==> config.mk <==
export PLATFORM = sky130hd
export DESIGN_NAME = cfg_shift_chain
export DESIGN_NICKNAME = d
export VERILOG_FILES = /design/src/rtl/cfg_shift_chain.sv
export SDC_FILE = /design/constraint.sdc
export NUM_CORES = 1
export LEC_CHECK = 0
export ABC_AREA = 1
export ABC_CLOCK_PERIOD_IN_PS = 2100
export BUFFER_PORTS_ARGS = -buffer_cell sky130_fd_sc_hd__buf_2
export CAP_MARGIN = 10
export CELL_PAD_IN_SITES_DETAIL_PLACEMENT = 1
export CELL_PAD_IN_SITES_GLOBAL_PLACEMENT = 1
export CORE_ASPECT_RATIO = 0.8
export CORE_UTILIZATION = 42
export CTS_CLUSTER_DIAMETER = 80
export DETAILED_ROUTE_END_ITERATION = 16
export GPL_TIMING_DRIVEN = 0
export PLACE_DENSITY_LB_ADDON = 0.1
export SETUP_SLACK_MARGIN = 0.05
export SLEW_MARGIN = 10
export SYNTH_ARGS = -nofsm -noshare
export SYNTH_HDL_FRONTEND = slang
export SYNTH_SLANG_ARGS = --single-unit
export TNS_END_PERCENT = 100
==> constraint.sdc <==
create_clock -name clk -period 2.1 [get_ports clk]
set_clock_uncertainty 0.1 [all_clocks]
set_input_delay 0.525 -clock clk [delete_from_list [all_inputs] [get_ports clk]]
set_output_delay 0.525 -clock clk [all_outputs]
set_load 0.01 [all_outputs]
==> src/rtl/cfg_shift_chain.sv <==
module cfg_shift_chain #(
  parameter int NCH = 16,
  parameter int GW  = 12,
  parameter int CW  = 6
) (
  input  logic                clk,
  input  logic                rst_n,
  input  logic                mode_i,
  input  logic                sclk_i,
  input  logic                sdata_i,
  input  logic                strobe_i,
  input  logic [NCH-1:0]      open_flags_i,
  input  logic                therm_flag_i,
  output logic                sdata_o,
  output logic [NCH*GW-1:0]   gray_o,
  output logic [NCH*CW-1:0]   corr_o,
  output logic                mode_err_o
);
  localparam int GBITS    = NCH * GW;
  localparam int CBITS    = NCH * CW;
  localparam int CORR_LSB = ((NCH + 1 + 7) / 8) * 8;

  logic [GBITS-1:0] shreg, gray_q, status;
  logic [CBITS-1:0] corr_q;
  logic sclk_q, strobe_q, mode_q, pend_q, arm_q, err_q;

  wire sc_rise   = sclk_i & ~sclk_q;
  wire st_fall   = strobe_q & ~strobe_i;
  wire gray_open = strobe_i & ~mode_q & ~pend_q;
  wire corr_open = strobe_i & mode_q;
  wire gray_fall = st_fall & ~mode_q & ~pend_q;
  wire finish    = arm_q & sc_rise;
  wire err_set   = strobe_i & (mode_i != mode_q);

  always_comb begin
    status = '0;
    status[NCH-1:0] = open_flags_i;
    status[NCH] = therm_flag_i;
    status[CORR_LSB +: CBITS] = corr_q;
  end

  always_ff @(posedge clk or negedge rst_n) begin
    if (!rst_n) begin
      shreg    <= '0;
      gray_q   <= '0;
      corr_q   <= '0;
      sclk_q   <= 1'b0;
      strobe_q <= 1'b0;
      mode_q   <= 1'b0;
      pend_q   <= 1'b0;
      arm_q    <= 1'b0;
      err_q    <= 1'b0;
    end else begin
      sclk_q   <= sclk_i;
      strobe_q <= strobe_i;
      if (!strobe_i) mode_q <= mode_i;
      if (err_set) err_q <= 1'b1;
      if (gray_open) gray_q <= shreg;
      if (corr_open) corr_q <= shreg[CBITS-1:0];
      if (st_fall & mode_q) pend_q <= 1'b1;
      if (st_fall & ~mode_q & pend_q) arm_q <= 1'b1;
      if (finish) begin
        gray_q <= shreg;
        shreg  <= status;
        arm_q  <= 1'b0;
        pend_q <= 1'b0;
      end else if (gray_fall) begin
        shreg <= status;
      end else if (sc_rise) begin
        shreg <= {shreg[GBITS-2:0], sdata_i};
      end
    end
  end

  assign sdata_o    = mode_q ? shreg[CBITS-1] : shreg[GBITS-1];
  assign gray_o     = gray_q;
  assign corr_o     = corr_q;
  assign mode_err_o = err_q;

  assert_mode_hold_R8: assert property (@(posedge clk) disable iff (!rst_n)
    strobe_i |=> $stable(mode_q));

  assert_err_sticky_R8: assert property (@(posedge clk) disable iff (!rst_n)
    mode_err_o |=> mode_err_o);

  assert_status_flags_R5: assert property (@(posedge clk) disable iff (!rst_n)
    gray_fall |=> (shreg[NCH:0] == {$past(therm_flag_i), $past(open_flags_i)}) &&
                  (shreg[GBITS-1:CORR_LSB+CBITS] == '0) &&
                  (shreg[CORR_LSB-1:NCH+1] == '0));

  assert_corr_hold_R4: assert property (@(posedge clk) disable iff (!rst_n)
    !strobe_i |=> $stable(corr_o));

  assert_gray_hold_R3: assert property (@(posedge clk) disable iff (!rst_n)
    (!strobe_i && !arm_q) |=> $stable(gray_o));

  assert_shift_step_R1: assert property (@(posedge clk) disable iff (!rst_n)
    (sc_rise && !finish && !gray_fall) |=>
      (shreg[0] == $past(sdata_i)) && (shreg[GBITS-1:1] == $past(shreg[GBITS-2:0])));
endmodule

==> results of run 1 <==
==> layer usage <==
layer / wire length (um) / GRT usage / up-vias
li1: - / - / 8175
met1: 30400 / 0.381 / 8671
met2: 30400 / 0.424 / 352
met3: 3470 / 0.0473 / 86
met4: 1410 / 0.0720 / 0
met5: 0 / 0 / -
==> cells by family (layout without fill, tap and decap cells) <==
kind of cell           Yosys count  after routing  synth area share
buffers and inverters          567            979             0.113
flip-flops                     486            486             0.596
AND/OR/NAND/NOR               1100           1100             0.217
other                            0              1                 0
AO/OA/AOI/OAI                  296            296            0.0732
==> metrics by stage <==
stage / setup TNS [ns] / worst slack [ns] / power, mW / hold WS, ns
after global routing: -0.109 / -0.0229 / 35.5 / -0.153
after floorplan: 0 / 0.421 / 19.7 / 0.129
after global placement: -4767.93 / -9.67 / 24.2 / 0.356
after CTS: 0 / 0.0109 / 33.6 / -0.187
final: 0 / 0.0670 / 33.4 / -0.214
after detailed placement: -142.79 / -0.504 / 24.7 / 0.367
==> synth_stat cells <==
cell type                  instances
sky130_fd_sc_hd__buf_4            23
sky130_fd_sc_hd__a31oi_1           1
sky130_fd_sc_hd__o21ai_0         279
sky130_fd_sc_hd__inv_2             3
sky130_fd_sc_hd__o31ai_2           1
sky130_fd_sc_hd__nand2_2           2
sky130_fd_sc_hd__nand2_1         867
sky130_fd_sc_hd__inv_1           425
sky130_fd_sc_hd__o31ai_1           1
sky130_fd_sc_hd__nand3_1         226
sky130_fd_sc_hd__a21oi_1           2
sky130_fd_sc_hd__nor2_1            2
sky130_fd_sc_hd__buf_2            75
sky130_fd_sc_hd__o21ai_1          12
sky130_fd_sc_hd__nor2_4            1
sky130_fd_sc_hd__buf_1             4
sky130_fd_sc_hd__nor3_1            1
sky130_fd_sc_hd__nand3_2           1
sky130_fd_sc_hd__clkbuf_1         37
sky130_fd_sc_hd__dfrtp_1         486
==> worst max-delay path, cell delays in order, from the launching register on <==
cell and delay (ns):
sky130_fd_sc_hd__dfrtp_1 0.43, sky130_fd_sc_hd__o31ai_2 0.60, sky130_fd_sc_hd__buf_6 0.23, sky130_fd_sc_hd__buf_12 0.12, sky130_fd_sc_hd__buf_2 0.21, sky130_fd_sc_hd__nand2_1 0.12
sky130_fd_sc_hd__o21ai_0 0.10
==> worst paths after layout <==
check | startpoint | end | slack, ns | cells past startpoint
setup / recovery | pend_q | gray_o[98] | 0.07 | 6
setup reg to reg | pend_q | gray_o[98] | 0.07 | 6
min in group clk | mode_i | mode_err_o | 0.14 | 3
max in group asynchronous | rst_n | shreg[7] | 0.56 | 3
hold reg to reg | mode_err_o | mode_err_o | 0.39 | 2
hold / removal | rst_n | gray_o[83] | -0.21 | 1
==> sequential cells by signal (all words and copies together), names as in the netlist <==
register	cells
mode_q	1
arm_q	1
mode_err_o	1
strobe_q	1
pend_q	1
corr_o	96
sclk_q	1
gray_o	192
shreg	192
==> power by group <==
| part | switching [mW] | total [mW] | internal [mW] |
|---|---|---|---|
| combinational | 6.46 | 10.0 | 3.58 |
| clock | 3.81 | 8.68 | 4.87 |
| sequential | 2.52 | 14.7 | 12.2 |
| total | 12.8 | 33.4 | 20.6 |
==> cell type report <==
cell class | instances | area [um^2] | share of cell area
well taps | 620 | 776 | 0.0315
flip-flops and latches | 486 | 12200 | 0.494
inverters | 428 | 1610 | 0.0654
repair buffers | 324 | 1790 | 0.0728
diodes | 1 | 2.50 | 0.000102
clock inverters | 11 | 58.8 | 0.00239
plain buffers | 139 | 752 | 0.0306
multi-input cells | 1396 | 5960 | 0.242
clock buffers | 77 | 1490 | 0.0607
==> what timing repair did <==
action / 4_1_cts / 5_1_grt
setup endpoints to repair: 394 / 295
buffers inserted: 3 / 3
pin swaps: 0 / 1
gates resized for setup: 19 / 27
hold endpoints to repair: 74 / 72
==> out/summary.log, run 1 <==
INFO  synthesis      syn-num-nets=2472
INFO  power_and_ir_drop ir_worst_vdd=0.665mV
INFO  global_routing gr-usage-all-layers=0.268
INFO  critical_path  crit_path_start_kind=register
INFO  clocking       cts_buffers=51
INFO  floorplan      die_h=199um
INFO  critical_path  path_class=reg2reg
INFO  synthesis      yosysWarnings=0
INFO  placed_design  detailed_place_hpwl=47.6mm
INFO  placed_design  place_congestion=0.868
INFO  synthesis      ys_seq_area_frac=0.596
INFO  global_routing initial_antenna_violation_count=2
INFO  sta            timing.max_slew.rel_slack=0.566
INFO  drt            drt-total-wl=65.7mm
INFO  critical_path  worst_path_arrival_time=2.43ns
INFO  outcome        failing_checks=hold timing
INFO  drt            avgRoutedWirePerCell=18.9um
INFO  run            max-cap-violations=0
INFO  synthesis      synth_area=20400um^2
INFO  clocking       clkLatencyLatePin=0.60ns
INFO  synthesis      cell_count_after_synthesis=2449
INFO  critical_path  worst_ep_required_time=2.49ns
INFO  hold_path      holdCritPathClass=in2async
INFO  floorplan      num_io_pins=313
INFO  sta            grt_setup_unrepaired=yes
INFO  sta            report.final.setup_viol=0
INFO  clocking       ctsHoldBuffers=2
INFO  sta            finalCriticalPeriod=2.03ns
INFO  finish         mostFrequentLayoutCell=sky130_fd_sc_hd__nand2_1
INFO  finish         post_layout_nonfiller_instances=3482
INFO  finish         post-route-util=0.519
INFO  synthesis      syn_area_per_cell=8.33um^2
INFO  clocking       clk_transition_reported_paths=0.06ns
INFO  placed_design  io_buf_count=312
INFO  clocking       cts_tree=yes
INFO  global_routing globalRoute.totalOverflow=0
INFO  global_routing grt_max_degree=109
INFO  floorplan      initial_core_utilization=0.430
INFO  critical_path  worstSetupEndpointType=register
INFO  floorplan      fp.coreArea=47400um^2
INFO  critical_path  critical_path_peak_fanout=10
INFO  outcome        outcome=finished, violations left
INFO  sta            slew_violations=0
INFO  synthesis      ys_top_cells_by_area=sky130_fd_sc_hd__dfrtp_1, sky130_fd_sc_hd__nand2_1, sky130_fd_sc_hd__inv_1
INFO  synthesis      synth.lib_cells_used.distinct=20
INFO  finish         synthesis_to_finish_area_growth=20.6%
INFO  power_and_ir_drop power.static_leakage=13.5nW
INFO  power_and_ir_drop power_density=1360nW/um^2
INFO  drt            detail_route.vias_per_cell=4.96
INFO  drt            postRouteAntennaNets=0
INFO  floorplan      fp-row-count=71
INFO  finish         final_cell_mix=sky130_fd_sc_hd__nand2_1, sky130_fd_sc_hd__dfrtp_1, sky130_fd_sc_hd__inv_1
INFO  sta            min_period_over_period=0.968
INFO  placed_design  place_inst=3385
INFO  finish         finish.instance_area=24600um^2
INFO  clocking       cts-root-to-sink-buffers=3
INFO  finish         num-fill-cells=5810
INFO  sta            fmax=0.492GHz
INFO  sta            tightestPinTransition=0.650ns
INFO  clocking       tritoncts_num_sinks=486
INFO  drt            drc=0
INFO  global_routing vias_in_the_first_global_route=18100
INFO  sta            final.hold.worst_slack=-0.214ns
INFO  finish         final_nets=2849
INFO  sta            finalHoldViolCount=72
INFO  synthesis      post-synth-top-area-fraction=0.596
INFO  clocking       cts_max_level=2
INFO  drt            drt_first_pass_iters=5
INFO  global_routing grt_first_pass_wirelength=102mm
INFO  clocking       cts_root_buffer=sky130_fd_sc_hd__clkbuf_16
INFO  floorplan      die_area=49400um^2
INFO  placed_design  area_after_dpl=22900um^2
INFO  drt            count_of_vias_placed_by_the_detailed_router=17300
INFO  synthesis      ys_ff_latch=486
INFO  floorplan      die_x=248um
INFO  finish         final_layout_size_suffix_gt1_frac=0.182
INFO  drt            drt_first_iter_violations=1150
INFO  synthesis      post-synth-top-area-cell=sky130_fd_sc_hd__dfrtp_1
Power figures use the tool's default switching activity.
==> inputs of run 2 (changes only) <==
CORE_ASPECT_RATIO = unset   (was 0.8)
GPL_ROUTABILITY_DRIVEN = 1   (was unset)
==> out/summary.log, run 2 (same netlist as run 1, synthesis figures left out) <==
INFO  outcome        failing_checks=hold timing
INFO  power_and_ir_drop power.combinational.fraction=0.290 [-0.010]
INFO  sta            min_period_over_period=0.965 [-0.00269]
INFO  clocking       clkLatencyLatePin=0.61ns [about the same]
INFO  clocking       cts-root-to-sink-buffers=3 [unchanged]
INFO  sta            final.hold.worst_slack=-0.170ns [+0.0437 ns]
INFO  critical_path  crit_path_start_kind=register
INFO  drt            drt_first_pass_iters=5 [unchanged]
INFO  drt            postRouteAntennaNets=0 [unchanged]
INFO  power_and_ir_drop share_clk_of_total_power=0.283 [+0.023]
INFO  power_and_ir_drop power.static_leakage=13.6nW [+0.71%]
INFO  finish         synthesis_to_finish_area_growth=21.6%
INFO  power_and_ir_drop ir_worst_vdd=0.587mV [-12%]
INFO  floorplan      die_h=222um [+12%]
INFO  drt            drt_first_iter_violations=1082 [-5.9%]
INFO  floorplan      die_x=222um [-10%]
INFO  sta            report.final.setup_viol=0 [unchanged]
INFO  sta            finalWorstSetupSlack=0.0726ns [+0.00566 ns]
INFO  power_and_ir_drop power.internal=21.5mW [+4.3%]
INFO  finish         final_nets=2847 [-0.070%]
INFO  clocking       ctsHoldBuffers=2 [unchanged]
INFO  critical_path  crit-reg2reg-launch=arm_q
INFO  drt            avgRoutedWirePerCell=19.0um [+0.78%]
INFO  sta            grt_setup_unrepaired=yes
INFO  placed_design  preCtsSetupSlack=-0.497ns [+0.00763 ns]
INFO  critical_path  critPathLaunch=mode_q
INFO  critical_path  worst-r2r-setup-slack=0.11ns [+0.04 ns]
INFO  clocking       cts_root_buffer=sky130_fd_sc_hd__clkbuf_16
INFO  clocking       cts_max_level=2 [unchanged]
INFO  sta            finalCriticalPeriod=2.03ns [-0.00566 ns]
INFO  drt            drc=0 [unchanged]
INFO  global_routing initial_antenna_violation_count=6 [+4]
INFO  run            max-cap-violations=0 [unchanged]
INFO  global_routing grt_max_degree=107 [-1.8%]
INFO  global_routing grt_first_pass_wirelength=104mm [+2.2%]
INFO  sta            slew_violations=0 [unchanged]
INFO  placed_design  area_after_dpl=22800um^2 [about the same]
INFO  sta            fin_setup_tns=0ns [unchanged]
INFO  finish         final_layout_size_suffix_gt1_frac=0.185 [+0.00289]
INFO  critical_path  critical_path_peak_fanout=4 [-6]
INFO  floorplan      fp-row-count=80 [+13%]
INFO  global_routing globalRoute.totalOverflow=0 [unchanged]
INFO  sta            timing.max_slew.rel_slack=0.503 [-0.0637]
INFO  sta            tightestPinTransition=0.746ns [+0.0956 ns]
INFO  finish         finish.instance_area=24800um^2 [+0.84%]
INFO  floorplan      initial_core_utilization=0.426 [-0.00367]
INFO  finish         final_cell_mix=sky130_fd_sc_hd__nand2_1, sky130_fd_sc_hd__dfrtp_1, sky130_fd_sc_hd__inv_1
INFO  global_routing gr-usage-all-layers=0.271 [+0.00268]
INFO  drt            detail_route.vias_per_cell=4.95 [-0.29%]
INFO  placed_design  io_buf_count=312 [unchanged]
INFO  global_routing vias_in_the_first_global_route=18600 [+2.6%]
INFO  finish         mostFrequentLayoutCell=sky130_fd_sc_hd__nand2_1
INFO  drt            count_of_vias_placed_by_the_detailed_router=17200 [-0.32%]
INFO  critical_path  worst_r2r_path_depth=6 [unchanged]
INFO  power_and_ir_drop share_of_total_power_in_sequential_cells=0.427 [-0.013]
INFO  clocking       clk_transition_reported_paths=0.06ns [about the same]
INFO  hold_path      holdCritPathClass=in2async
INFO  clocking       cts_tree=yes
INFO  outcome        outcome=finished, violations left
INFO  sta            fmax=0.493GHz [+0.28%]
INFO  power_and_ir_drop netSwitchingFraction=0.375 [-0.00791]
INFO  power_and_ir_drop power.switching=12.9mW [+0.90%]
INFO  clocking       tritoncts_num_sinks=486 [unchanged]
INFO  drt            drt-total-wl=66.2mm [+0.75%]
INFO  clocking       cts_buffers=54 [+5.9%]
INFO  critical_path  worst_ep_required_time=1.47ns [-1.02 ns]
INFO  critical_path  path_class=reg2out
INFO  power_and_ir_drop power_density=1390nW/um^2 [+2.2%]
INFO  critical_path  worst_path_arrival_time=1.40ns [-1.03 ns]
INFO  placed_design  detailed_place_hpwl=47.9mm [+0.51%]
INFO  critical_path  worstSetupEndpointType=output port
INFO  floorplan      num_io_pins=313 [unchanged]
INFO  placed_design  place_congestion=0.863 [-0.64%]
INFO  critical_path  worstReg2RegEnd=shreg[68]
INFO  floorplan      fp.coreArea=47800um^2 [+0.86%]
INFO  floorplan      die_area=49400um^2 [about the same]
INFO  sta            finalHoldViolCount=87 [+21%]
run 2: how the worst max path moves through the flow:
stage / cells past startpoint / slack [ns] / to
after floorplan: 9 / 0.42 / shreg[50]
after global placement: 1 / -9.66 / gray_o[148]
after detailed placement: 8 / -0.50 / gray_o[29]
after CTS: 5 / 0.02 / corr_o[78]
after global routing: 7 / 0.002 / shreg[79]
final: 4 / 0.07 / sdata_o
run 2: power by group through the flow:
stage,sequential [mW],clock [mW],combinational (mW)
4_1_cts,14.7,9.95,10.1
5_1_grt,15.0,10.2,11.3
3_3_place_gp,14.7,0,9.60
2_1_floorplan,14.7,0,4.93
6_report,14.7,9.75,9.99
3_5_place_dp,14.8,0,9.93
run 2: repair_timing:
item,in CTS,in global routing
setup buffers,1,0
setup endpoints to repair,437,218
hold endpoints to repair,89,87
resized for setup,22,29
run 2: per-layer routing:
layer / part of all wire / up-vias / wire length [um] / track usage
li1: - / 8171 / - / -
met1: 0.41 / 8590 / 27100 / 0.331
met2: 0.50 / 343 / 33100 / 0.471
met3: 0.056 / 119 / 3680 / 0.0595
met4: 0.035 / 6 / 2320 / 0.0983
met5: 0.00059 / - / 39 / 0
run 2: final cells by class:
class / instances / area (um^2)
Antenna cell: 1 / 2.50
Inverter: 428 / 1610
Clock buffer: 81 / 1630
Buffer: 139 / 759
Tap cell: 615 / 769
Multi-Input combinational cell: 1396 / 5970
Timing Repair Buffer: 319 / 1720
Clock inverter: 16 / 186
Fill cell: 5895 / 23000
Sequential cell: 486 / 12200
run 2: stage by stage:
stage	instances	total power, mW	util
4_1_cts	3480	34.7	0.517
2_1_floorplan	2449	19.7	-
6_report	3481	34.4	0.518
3_3_place_gp	3376	24.3	0.475
5_1_grt	3481	36.5	0.518
3_5_place_dp	3380	24.7	0.477
run 2: worst max-delay path: stages, from the launching register on:
cell and delay, ns:
sky130_fd_sc_hd__dfrtp_2 0.46, sky130_fd_sc_hd__inv_4 0.11, sky130_fd_sc_hd__nand2_2 0.05, sky130_fd_sc_hd__o21ai_2 0.06
sky130_fd_sc_hd__buf_6 0.13
==> inputs of run 3 (changes only) <==
CORE_UTILIZATION = 30   (was 42)
MAX_ROUTING_LAYER = met4   (was unset)
==> out/summary.log, run 3 (same netlist as run 1, synthesis figures left out) <==
INFO  finish         post_layout_nonfiller_instances=3757 [+7.9%]
INFO  drt            postRouteAntennaNets=0 [unchanged]
INFO  hold_path      holdCritPathClass=in2async
INFO  finish         final_layout_size_suffix_gt1_frac=0.190 [+0.00472]
INFO  power_and_ir_drop power.static_leakage=13.7nW [+0.83%]
INFO  floorplan      fp-row-count=95 [+19%]
INFO  sta            tightestPinTransition=0.604ns [-0.142 ns]
INFO  clocking       clkLatencyLatePin=0.61ns [about the same]
INFO  critical_path  worst_path_arrival_time=1.45ns [+0.05 ns]
INFO  power_and_ir_drop netSwitchingFraction=0.375 [about the same]
INFO  floorplan      die_x=263um [+18%]
INFO  sta            min_period_over_period=0.986 [+0.0204]
INFO  power_and_ir_drop power_density=1380nW/um^2 [-0.63%]
INFO  critical_path  path_class=reg2out
INFO  placed_design  io_buf_count=312 [unchanged]
INFO  drt            drt_first_pass_iters=4 [-1]
INFO  global_routing grt_first_pass_wirelength=111mm [+6.0%]
INFO  clocking       ctsHoldBuffers=2 [unchanged]
INFO  power_and_ir_drop share_of_total_power_in_sequential_cells=0.419 [-0.008]
INFO  clocking       cts_root_buffer=sky130_fd_sc_hd__clkbuf_16
INFO  global_routing gr-usage-all-layers=0.213 [-0.0576]
INFO  clocking       cts_buffers=56 [+3.7%]
INFO  placed_design  place_inst=3639 [+7.7%]
INFO  floorplan      num_io_pins=313 [unchanged]
INFO  critical_path  worst-r2r-setup-slack=0.18ns [+0.07 ns]
INFO  floorplan      die_h=263um [+18%]
INFO  power_and_ir_drop power.switching=13.1mW [+1.6%]
INFO  critical_path  worstSetupEndpointType=output port
INFO  clocking       cts-root-to-sink-buffers=3 [unchanged]
INFO  floorplan      initial_core_utilization=0.304 [-0.123]
INFO  global_routing globalRoute.totalOverflow=0 [unchanged]
INFO  drt            drt-total-wl=70.4mm [+6.4%]
INFO  drt            detail_route.vias_per_cell=4.54 [-8.3%]
INFO  floorplan      fp.coreArea=67200um^2 [+40%]
INFO  global_routing vias_in_the_first_global_route=18600 [-0.027%]
INFO  sta            final.hold.worst_slack=-0.262ns [-0.0912 ns]
INFO  critical_path  worst_ep_required_time=1.47ns [about the same]
INFO  clocking       tritoncts_num_sinks=486 [unchanged]
INFO  clocking       cts_tree=yes
INFO  clocking       clk_transition_reported_paths=0.06ns [about the same]
INFO  sta            fmax=0.483GHz [-2.1%]
INFO  sta            grt_setup_unrepaired=yes
INFO  outcome        failing_checks=hold timing
INFO  critical_path  critical_path_peak_fanout=5 [+1]
INFO  critical_path  critPathLaunch=mode_q
INFO  drt            drt_first_iter_violations=823 [-24%]
INFO  floorplan      die_area=69000um^2 [+40%]
INFO  sta            finalCriticalPeriod=2.07ns [+0.0428 ns]
INFO  finish         post-route-util=0.378 [-0.141]
INFO  drt            count_of_vias_placed_by_the_detailed_router=17000 [-1.1%]
INFO  power_and_ir_drop power.combinational.fraction=0.289 [about the same]
INFO  outcome        outcome=finished, violations left
INFO  sta            finalHoldViolCount=56 [-36%]
INFO  clocking       cts_max_level=2 [unchanged]
INFO  drt            drc=0 [unchanged]
INFO  power_and_ir_drop share_clk_of_total_power=0.292 [+0.009]
INFO  sta            slew_violations=0 [unchanged]
INFO  finish         final_nets=2855 [+0.28%]
INFO  power_and_ir_drop ir_worst_vdd=0.680mV [+16%]
INFO  critical_path  crit-reg2reg-launch=arm_q
INFO  global_routing grt_max_degree=103 [-3.7%]
INFO  finish         num-fill-cells=8015 [+36%]
INFO  placed_design  place_congestion=0.840 [-2.7%]
INFO  run            max-cap-violations=0 [unchanged]
INFO  global_routing initial_antenna_violation_count=6 [unchanged]
INFO  drt            avgRoutedWirePerCell=18.7um [-1.4%]
INFO  placed_design  detailed_place_hpwl=52.0mm [+8.6%]
INFO  power_and_ir_drop power.internal=21.9mW [+1.6%]
INFO  sta            timing.max_slew.rel_slack=0.598 [+0.0950]
INFO  finish         mostFrequentLayoutCell=sky130_fd_sc_hd__nand2_1
INFO  sta            report.final.setup_viol=0 [unchanged]
INFO  finish         final_cell_mix=sky130_fd_sc_hd__nand2_1, sky130_fd_sc_hd__dfrtp_1, sky130_fd_sc_hd__inv_1
INFO  finish         synthesis_to_finish_area_growth=24.4%
INFO  critical_path  crit_path_start_kind=register
[run 3: power by group through the flow]
stage / sequential [mW] / combinational [mW] / clock, mW
after floorplan: 14.7 / 4.93 / 0
after global placement: 14.7 / 9.97 / 0
after detailed placement: 14.8 / 10.2 / 0
after CTS: 14.7 / 10.3 / 10.5
after global routing: 15.1 / 11.5 / 10.9
final: 14.6 / 10.1 / 10.2
[run 3: final timing paths]
kind                              endpoint  cells after the start
worst max-delay path               sdata_o                      3
worst min-delay path            gray_o[75]                      1
worst max register to register  shreg[118]                      6
worst min register to register  mode_err_o                      2
max in group asynchronous       shreg[153]                      4
min in group clk                 shreg[15]                      5
[run 3: final cells by class]
class | count | area [um^2] | share of cell area
flip-flops and latches | 486 | 12200 | 0.480
multi-input cells | 1396 | 5980 | 0.236
repair buffers | 325 | 1790 | 0.0704
clock buffers | 86 | 1730 | 0.0681
inverters | 428 | 1610 | 0.0635
well taps | 873 | 1090 | 0.0431
plain buffers | 139 | 781 | 0.0308
clock inverters | 18 | 204 | 0.00804
diodes | 6 | 15.0 | 0.000592
[run 3: through the flow]
stage / TNS (ns) / instance area, um^2 / setup WS, ns / power (mW)
2_1_floorplan: 0 / 20400 / 0.421 / 19.7
3_3_place_gp: -5053.85 / 23000 / -10.14 / 24.7
3_5_place_dp: -232.94 / 23200 / -0.759 / 25.0
4_1_cts: -0.00298 / 25300 / -0.00298 / 35.6
5_1_grt: -0.0264 / 25400 / -0.0264 / 37.4
6_report: 0 / 25400 / 0.0299 / 35.0
[run 3: repair_timing]
action                                  in CTS  in global routing
buffers inserted                             3                  3
hold endpoints to repair                    58                 56
endpoints found under the setup margin     453                180
gates resized for setup                     36                 27
gates cloned                                 0                  0
pin swaps                                    2                  2
[run 3: per-layer routing]
metal | global-route usage | part of all wire | vias up
met5 | - | 0 | -
met4 | 0.0615 | 0.027 | 0
met3 | 0.0525 | 0.058 | 108
met2 | 0.351 | 0.48 | 316
met1 | 0.259 | 0.43 | 8412
li1 | - | - | 8211
[run 3: worst max-delay path, stage by stage (launching register included)]
cell and delay (ns):
sky130_fd_sc_hd__dfrtp_2 0.39, sky130_fd_sc_hd__clkinv_4 0.10, sky130_fd_sc_hd__o21ai_4 0.19, sky130_fd_sc_hd__buf_2 0.17
